## config.mk

```make
export PLATFORM = sky130hd
export DESIGN_NAME = fpx_exc_arbiter
export DESIGN_NICKNAME = d
export VERILOG_FILES = /design/src/rtl/fpx_pkg.sv /design/src/rtl/fpx_invalid_detect.sv /design/src/rtl/fpx_status_prio.sv /design/src/rtl/fpx_trap_hold.sv /design/src/rtl/fpx_exc_arbiter.sv
export SDC_FILE = /design/constraint.sdc
export NUM_CORES = 1
export LEC_CHECK = 0
export ABC_AREA = 1
export BUFFER_PORTS_ARGS = -buffer_cell sky130_fd_sc_hd__buf_2
export CELL_PAD_IN_SITES_DETAIL_PLACEMENT = 1
export CELL_PAD_IN_SITES_GLOBAL_PLACEMENT = 1
export CORE_UTILIZATION = 27
export DETAILED_ROUTE_END_ITERATION = 7
export PLACE_DENSITY_LB_ADDON = 0.05
export SLEW_MARGIN = 20
export SYNTH_ARGS = -nofsm -noshare
export SYNTH_HDL_FRONTEND = slang
export SYNTH_SLANG_ARGS = --single-unit
export TNS_END_PERCENT = 50
```

## constraint.sdc

```tcl
create_clock -name clk -period 1.4 [get_ports clk]
set_clock_uncertainty 0.2 [all_clocks]
set_input_delay 0.35 -clock clk [delete_from_list [all_inputs] [get_ports clk]]
set_output_delay 0.35 -clock clk [all_outputs]
set_load 0.05 [all_outputs]
```

## src/rtl/fpx_pkg.sv

```systemverilog
package fpx_pkg;

    localparam int CAUSE_W    = 5;
    localparam int KNOWN_STAT = 5;

    // cause / enable bit positions
    localparam int CB_I = 0;
    localparam int CB_U = 1;
    localparam int CB_O = 2;
    localparam int CB_Z = 3;
    localparam int CB_V = 4;

    // datapath status bit positions
    localparam int SB_OVF = 0;
    localparam int SB_UNF = 1;
    localparam int SB_DEN = 2;
    localparam int SB_INX = 3;
    localparam int SB_RND = 4;

    typedef enum logic [2:0] {
        CLS_ZERO   = 3'd0,
        CLS_FINITE = 3'd1,
        CLS_INF    = 3'd2,
        CLS_QNAN   = 3'd3,
        CLS_SNAN   = 3'd4
    } fp_class_e;

    typedef enum logic [2:0] {
        OPK_ADD   = 3'd0,
        OPK_SUB   = 3'd1,
        OPK_MUL   = 3'd2,
        OPK_DIV   = 3'd3,
        OPK_OTHER = 3'd4
    } op_kind_e;

    typedef struct packed {
        logic [CAUSE_W-1:0] cause;
        logic               wb;
        logic               qnan;
        logic               done;
        logic               err;
    } arb_state_t;

endpackage

```

## src/rtl/fpx_invalid_detect.sv

```systemverilog
module fpx_invalid_detect
    import fpx_pkg::*;
(
    input  logic [2:0] op_kind,
    input  logic [2:0] cls_a,
    input  logic       sgn_a,
    input  logic [2:0] cls_b,
    input  logic       sgn_b,
    output logic       invalid,
    output logic       div_zero
);

    logic a_inf, b_inf, a_zero, b_zero, any_snan;
    logic bad_add, bad_sub, bad_mul, bad_div;

    always_comb begin
        a_inf    = (cls_a == CLS_INF);
        b_inf    = (cls_b == CLS_INF);
        a_zero   = (cls_a == CLS_ZERO);
        b_zero   = (cls_b == CLS_ZERO);
        any_snan = (cls_a == CLS_SNAN) || (cls_b == CLS_SNAN);

        bad_add = a_inf && b_inf && (sgn_a != sgn_b);
        bad_sub = a_inf && b_inf && (sgn_a == sgn_b);
        bad_mul = (a_inf && b_zero) || (a_zero && b_inf);
        bad_div = (a_zero && b_zero) || (a_inf && b_inf);

        invalid = any_snan;
        unique case (op_kind)
            OPK_ADD: invalid = any_snan || bad_add;
            OPK_SUB: invalid = any_snan || bad_sub;
            OPK_MUL: invalid = any_snan || bad_mul;
            OPK_DIV: invalid = any_snan || bad_div;
            default: invalid = any_snan;
        endcase

        div_zero = (op_kind == OPK_DIV) && (cls_a == CLS_FINITE) && b_zero;
    end

endmodule

```

## src/rtl/fpx_status_prio.sv

```systemverilog
module fpx_status_prio
    import fpx_pkg::*;
#(
    parameter int STAT_W = 8
) (
    input  logic [STAT_W-1:0]  status,
    input  logic [CAUSE_W-1:0] enable,
    output logic [CAUSE_W-1:0] hit,
    output logic               unknown
);

    logic ovf_c, unf_c, inx_c;

    always_comb begin
        ovf_c = status[SB_OVF];
        unf_c = status[SB_UNF] || status[SB_DEN];
        inx_c = status[SB_INX] || status[SB_RND];
        hit   = '0;
        if (ovf_c && enable[CB_O]) begin
            hit[CB_O] = 1'b1;
        end else if (unf_c && enable[CB_U]) begin
            hit[CB_U] = 1'b1;
        end else if (inx_c && enable[CB_I]) begin
            hit[CB_I] = 1'b1;
        end
    end

    generate
        if (STAT_W > KNOWN_STAT) begin : g_extra
            assign unknown = |status[STAT_W-1:KNOWN_STAT];
        end else begin : g_none
            assign unknown = 1'b0;
        end
    endgenerate

endmodule

```

## src/rtl/fpx_trap_hold.sv

```systemverilog
module fpx_trap_hold #(
    parameter int CODE_W = 9
) (
    input  logic              clk,
    input  logic              rst_n,
    input  logic              raise,
    input  logic [CODE_W-1:0] code_in,
    input  logic              ack,
    output logic              req_q,
    output logic [CODE_W-1:0] code_q
);

    typedef struct packed {
        logic              req;
        logic [CODE_W-1:0] code;
    } trap_t;

    trap_t cur_q, nxt_d;

    always_comb begin
        nxt_d = cur_q;
        if (cur_q.req && !ack) begin
            nxt_d = cur_q;
        end else if (raise) begin
            nxt_d.req  = 1'b1;
            nxt_d.code = code_in;
        end else begin
            nxt_d.req  = 1'b0;
            nxt_d.code = '0;
        end
    end

    always_ff @(posedge clk or negedge rst_n) begin
        if (!rst_n) begin
            cur_q <= '0;
        end else begin
            cur_q <= nxt_d;
        end
    end

    assign req_q  = cur_q.req;
    assign code_q = cur_q.code;

    a_r9_trap_held: assert property (@(posedge clk) disable iff (!rst_n)
        (req_q && !ack) |=> (req_q && $stable(code_q)));

    a_r9_ack_clears: assert property (@(posedge clk) disable iff (!rst_n)
        (req_q && ack && !raise) |=> !req_q);

endmodule

```

## src/rtl/fpx_exc_arbiter.sv

```systemverilog
module fpx_exc_arbiter
    import fpx_pkg::*;
#(
    parameter int              STAT_W      = 8,
    parameter int              CODE_W      = 9,
    parameter logic [CODE_W-1:0] CODE_ARITH  = 9'h1D0,
    parameter logic [CODE_W-1:0] CODE_OFF    = 9'h1C0,
    parameter logic [CODE_W-1:0] CODE_UNIMPL = 9'h1C8
) (
    input  logic               clk,
    input  logic               rst_n,
    input  logic               op_valid,
    input  logic [2:0]         op_kind,
    input  logic [2:0]         cls_a,
    input  logic               sgn_a,
    input  logic [2:0]         cls_b,
    input  logic               sgn_b,
    input  logic [STAT_W-1:0]  dp_status,
    input  logic [4:0]         exc_enable,
    input  logic               fpu_en,
    input  logic               unimpl,
    input  logic               trap_ack,
    output logic               op_done_o,
    output logic               op_wb_o,
    output logic               op_qnan_o,
    output logic [4:0]         cause_o,
    output logic               trap_req_o,
    output logic [CODE_W-1:0]  trap_code_o,
    output logic               stat_err_o
);

    arb_state_t         st_q, st_d;
    logic               invalid, div_zero, unknown;
    logic [CAUSE_W-1:0] hit;
    logic               raise_d;
    logic [CODE_W-1:0]  code_d;

    fpx_invalid_detect u_inv (
        .op_kind  (op_kind),
        .cls_a    (cls_a),
        .sgn_a    (sgn_a),
        .cls_b    (cls_b),
        .sgn_b    (sgn_b),
        .invalid  (invalid),
        .div_zero (div_zero)
    );

    fpx_status_prio #(.STAT_W(STAT_W)) u_prio (
        .status  (dp_status),
        .enable  (exc_enable),
        .hit     (hit),
        .unknown (unknown)
    );

    always_comb begin
        st_d      = st_q;
        st_d.wb   = 1'b0;
        st_d.qnan = 1'b0;
        st_d.done = 1'b0;
        raise_d   = 1'b0;
        code_d    = '0;
        if (op_valid) begin
            if (!fpu_en) begin
                raise_d = 1'b1;
                code_d  = CODE_OFF;
            end else if (unimpl) begin
                raise_d = 1'b1;
                code_d  = CODE_UNIMPL;
            end else begin
                st_d.done  = 1'b1;
                st_d.cause = '0;
                if (invalid) begin
                    if (exc_enable[CB_V]) begin
                        st_d.cause[CB_V] = 1'b1;
                    end else begin
                        st_d.wb   = 1'b1;
                        st_d.qnan = 1'b1;
                    end
                end else if (div_zero && exc_enable[CB_Z]) begin
                    st_d.cause[CB_Z] = 1'b1;
                end else begin
                    st_d.cause = hit;
                    st_d.wb    = (hit == '0);
                end
                if (unknown) begin
                    st_d.err = 1'b1;
                end
                if (st_d.cause != '0) begin
                    raise_d = 1'b1;
                    code_d  = CODE_ARITH;
                end
            end
        end
    end

    always_ff @(posedge clk or negedge rst_n) begin
        if (!rst_n) begin
            st_q <= '0;
        end else begin
            st_q <= st_d;
        end
    end

    fpx_trap_hold #(.CODE_W(CODE_W)) u_trap (
        .clk     (clk),
        .rst_n   (rst_n),
        .raise   (raise_d),
        .code_in (code_d),
        .ack     (trap_ack),
        .req_q   (trap_req_o),
        .code_q  (trap_code_o)
    );

    assign op_done_o  = st_q.done;
    assign op_wb_o    = st_q.wb;
    assign op_qnan_o  = st_q.qnan;
    assign cause_o    = st_q.cause;
    assign stat_err_o = st_q.err;

    a_r1_one_cause: assert property (@(posedge clk) disable iff (!rst_n)
        $onehot0(cause_o));

    a_r6_no_wb_with_cause: assert property (@(posedge clk) disable iff (!rst_n)
        (op_done_o && (cause_o != '0)) |-> !op_wb_o);

    a_r3_qnan_needs_wb: assert property (@(posedge clk) disable iff (!rst_n)
        op_qnan_o |-> (op_wb_o && op_done_o));

    a_r7_cause_traps: assert property (@(posedge clk) disable iff (!rst_n)
        (op_done_o && (cause_o != '0)) |-> trap_req_o);

    a_r8_off_no_wb: assert property (@(posedge clk) disable iff (!rst_n)
        (op_valid && !fpu_en) |=> (!op_wb_o && !op_done_o && trap_req_o && $stable(cause_o)));

    a_r10_err_sticky: assert property (@(posedge clk) disable iff (!rst_n)
        stat_err_o |=> stat_err_o);

endmodule

```

* Word level (Yosys, flattened, before mapping)
Cells that the tools add are included.
Word-level totals: register bits after elaboration 19, bits in latches 0, memory bits (writable) 0, bits in read-only memories 0, logic and storage cells 82, memories kept 0
Cells by class: $add $sub $neg 0, $mul 0, div/mod/pow operators 0, order comparisons 0, equal/unequal tests 10, shift-type cells 0, multiplexer cells 33, bitwise operators 1, reduce and logical (&&, ||, !) cells 31
Operators by type and width (number):
- 9-bit two-way mux | 4
- 4-bit two-way mux | 8
- 1-bit two-way mux | 17
- 1-bit logical AND | 13
- 3-bit by 2-bit == test with 1-bit output, second input constant | 4
- 10-bit two-way mux | 1
- 3-bit zero test | 3
- 1-bit logical OR | 9
- 3-bit by 1-bit == test with 1-bit output, second input constant | 2
- 3-bit == test, second input constant | 2
- 5-bit zero test | 1
- 5-bit nonzero test | 1
- 2-bit two-way mux | 2
- 1-bit case mux with 4 select lines | 1
- 4-bit AND reduction | 1
- 3-bit AND reduction | 1
- 3-bit OR reduction | 1
- 1-bit == test | 1
- 1-bit zero test | 1
- 1-bit != test | 1
- 1-bit inverter | 1

* Depth between registers and ports, before layout
depth in word-level cells 17, gate-level depth with buffers 13

* Hierarchy
A second synthesis with hierarchy kept.
Unflattened totals: cell total of the unflattened synthesis 178, area total of the unflattened synthesis 1285.0 um^2
By module, submodules not included:
- fpx_trap_hold | instances 1, cells each 61, area each 491.7 um^2, seq. area each 250.2 um^2
- fpx_exc_arbiter | instances 1, cells each 50, area each 481.7 um^2, seq. area each 225.2 um^2
- fpx_invalid_detect | instances 1, cells each 50, area each 237.7 um^2, seq. area each 0.0 um^2
- fpx_status_prio | instances 1, cells each 17, area each 73.8 um^2, seq. area each 0.0 um^2

* Worst setup path after synthesis
No wires, ideal clock.
path type register to output, start point reg u_trap.cur_q, in the netlist u_trap.code_q[7], end point out trap_code_o[7], arrival 922 ps, data required time 850 ps, path slack -72 ps, cell stages (with the launch flop) 2, path buffers 1, cells stage by stage dfrtp_1 -> buf_4
RTL lines:
- from (decl) | line fpx_trap_hold.sv:18 | trap_t cur_q, nxt_d;
- from (signal assigned) | line fpx_trap_hold.sv:37 | cur_q <= nxt_d;
- to (decl) | line fpx_exc_arbiter.sv:28 | output logic [CODE_W-1:0] trap_code_o,
No word-level cell between the ends.

* Worst setup path after layout
start point reg u_trap.cur_q, in the netlist u_trap.code_q[7], end point out trap_code_o[7]
No word-level cell between the ends.

==> run metrics <==
status=finished, violations left; failing checks=DRC, setup timing; Final ANT Viol Nets=0; Min Clock Period, post-route=around 1400 ps; Worst Path Arrival=around 880 ps; EDFF count, synth=0; wirelength, routed=2200 um; post-synth top area share=39.9%; crit path launch type=register; DRT iter0 DRCs=22; CP max-delay cell=dfrtp_2; Net count, final=around 210; Synth async-reset ratio=between 90% and 100%; maxcap violations=0; Peak Freq=0.700 GHz; clock slew at reported path FFs=80 ps; Setup WS post-layout=-27.6 ps; CTS tree=yes; sum of buffers and inverters on the critical path=1; TritonCTS buffer count=3; Reg-to-Reg Start=u_trap.req_q; Max rail drop VDD=0.261 mV; Pwr per Cell Area=806 nW/um^2; area leader, netlist=dfrtp_1; Critical Path Source=u_trap.code_q[7]; period utilization=102%; largest net degree at the start of global routing=14; Max H-tree Level=1; #FFs+latches synth=13; Synth area leaders=dfrtp_1 (40%), nand2_1 (17%), inv_1 (9.2%), buf_4 (5.5%), nor2_1 (5.1%); Wirelength per Cell=approximately 11 um; Distinct cells, synth=20; Synth Cell Area=approximately 800 um^2; Worst Setup End Kind=primary output; Slew Viols, Final=0; root buf cell=clkbuf_4; Critical Path Stages=1; Die ar.=3250 um^2; Worst Path Required=850 ps; P_leak=between 0.7 and 0.8 nW; syn avg cell area=between 6 and 7 um^2; RR Endpoint=u_trap.req_q; worst path cell trace=buf_6; RD Place Congestion=just over 0.7; antenna cells=0; fraction of layout instances using a drive strength above 1=between 50% and 60%; GRT Resource Usage Total=between 10% and 20%; most common cell in the netlist=nand2_1; row cnt=19; core area=2810 um^2; first-pass GRT wire length=just under 4000 um; R2R cell count=5; Worst-Skew Late Latency=between 200 and 300 ps; crit-path max cell delay=440 ps; crit path kind=reg -> out; Via density=between 4 and 5; drc violations=8; RSZ-0062 raised after global routing=true; Top delay family on crit path=flip-flops; Yosys warning count=0; Starting Density=between 20% and 30%; number of global-route vias before repair=940; final-report hold violation count=0; worst reg2reg setup slack=a little over 300 ps; GR Overflow Total=0; Chip Width=between 50 and 60 um; DP Wirelength=approximately 1800 um; utilization after layout=51.2%; hold crit path type=in -> reg; Post-synth top cells=nand2_1 (37), inv_1 (20), dfrtp_1 (13); DRT Pass-1 Iters=6; I/O pins=49; antenna violations before repair=0; Worst Setup EP=trap_code_o[7]; CTS Sinks=13; clk buf depth=2; sequential-to-total area share from yosys stat=between 30% and 40%; Area growth, synth to finish=75.9%; I/O Buffers=44; CP max FO=4; Synth Flop Type=dfrtp_1; Mapped Cells=roughly 120; die height=approximately 57 um; pre-CTS WS=-339 ps; final setup vio count=3; vias=918
-- sequential cells by signal (all words and copies together), names as in the netlist --
signal and count:
stat_err_o 1, u_trap.req_q 1, op_wb_o 1, op_qnan_o 1, cause_o 5, op_done_o 1
u_trap.code_q 3
-- layout make-up --
cell class,instances,area (um^2)
Clock buffer,4,26.3
Sequential cell,13,328
Multi-Input combinational cell,82,500
Tap cell,31,38.8
Inverter,20,103
Timing Repair Buffer,57,439
Fill cell,358,1370
-- timing repair --
action,4_1_cts,5_1_grt
setup buffers,1,1
endpoints found under the hold margin,13,0
hold buffers,1,0
gates resized for setup,35,28
setup endpoints to repair,20,22
pin swaps,10,14
-- how the worst min path moves through the flow --
stage,start,end,slack [ps],depth (start not counted)
3_3_place_gp,rst_n,cause_o[3],50,1
2_1_floorplan,rst_n,cause_o[0],-150,0
5_1_grt,exc_enable[4],op_qnan_o,80,2
6_report,exc_enable[4],op_qnan_o,90,2
3_5_place_dp,rst_n,cause_o[3],50,1
4_1_cts,exc_enable[4],op_qnan_o,60,2
-- kinds of logic (layout without fill, tap and decap cells) --
logic type | count (synthesis) | count (layout) | share of synthesized area [%]
other | 1 | 4 | 0.460
AOI/OAI and AO/OA | 11 | 11 | 7.52
DFF | 13 | 13 | 39.9
buffers and inverters | 27 | 81 | 15.2
and+or+nand+nor | 67 | 67 | 37.0
-- routing by layer --
metal / global-route usage [%] / wire length [um] / share of wire [%] / vias to the layer above
li1: - / - / - / 467
met2: 29.2 / 1210 / 55 / 29
met5: 0 / 0 / 0 / -
met1: 17.3 / 871 / 40 / 418
met3: 0.907 / 87 / 4.0 / 4
met4: 7.32 / 32 / 1.5 / 0
-- through the flow --
step	total power [mW]	instance area (um^2)	TNS, ps	hold slack (ps)	instances
after floorplan	0.711	890	0	-146	122
after global placement	0.830	1170	-2190	49.5	200
after detailed placement	0.837	1170	-2600	48.1	200
after CTS	1.13	1330	-127	55.6	206
after global routing	1.22	1440	-363	82.0	207
final	1.16	1440	-81.8	88.1	207
-- report_power, final --
part	switching (mW)	internal, mW
Combinational	0.305	0.188
Sequential	0.0252	0.407
Clock	0.121	0.110
Total	0.451	0.705
-- layout by cell type, fill, tap and decap left out, types with 2 or more instances in the layout --
cell type and n:
a21oi_1 2, buf_2 24, buf_4 16, buf_6 15, clkbuf_4 3, conb_1 4, dfrtp_1 11, dfrtp_2 2
inv_1 11, inv_2 5, nand2_1 30, nand2_2 3, nand2_4 8, nand3_1 2, nand3_2 6, nor2_1 8
nor2_4 4, nor3_1 2, o21ai_0 4
Note: power is estimated with default switching activity, not from simulation.
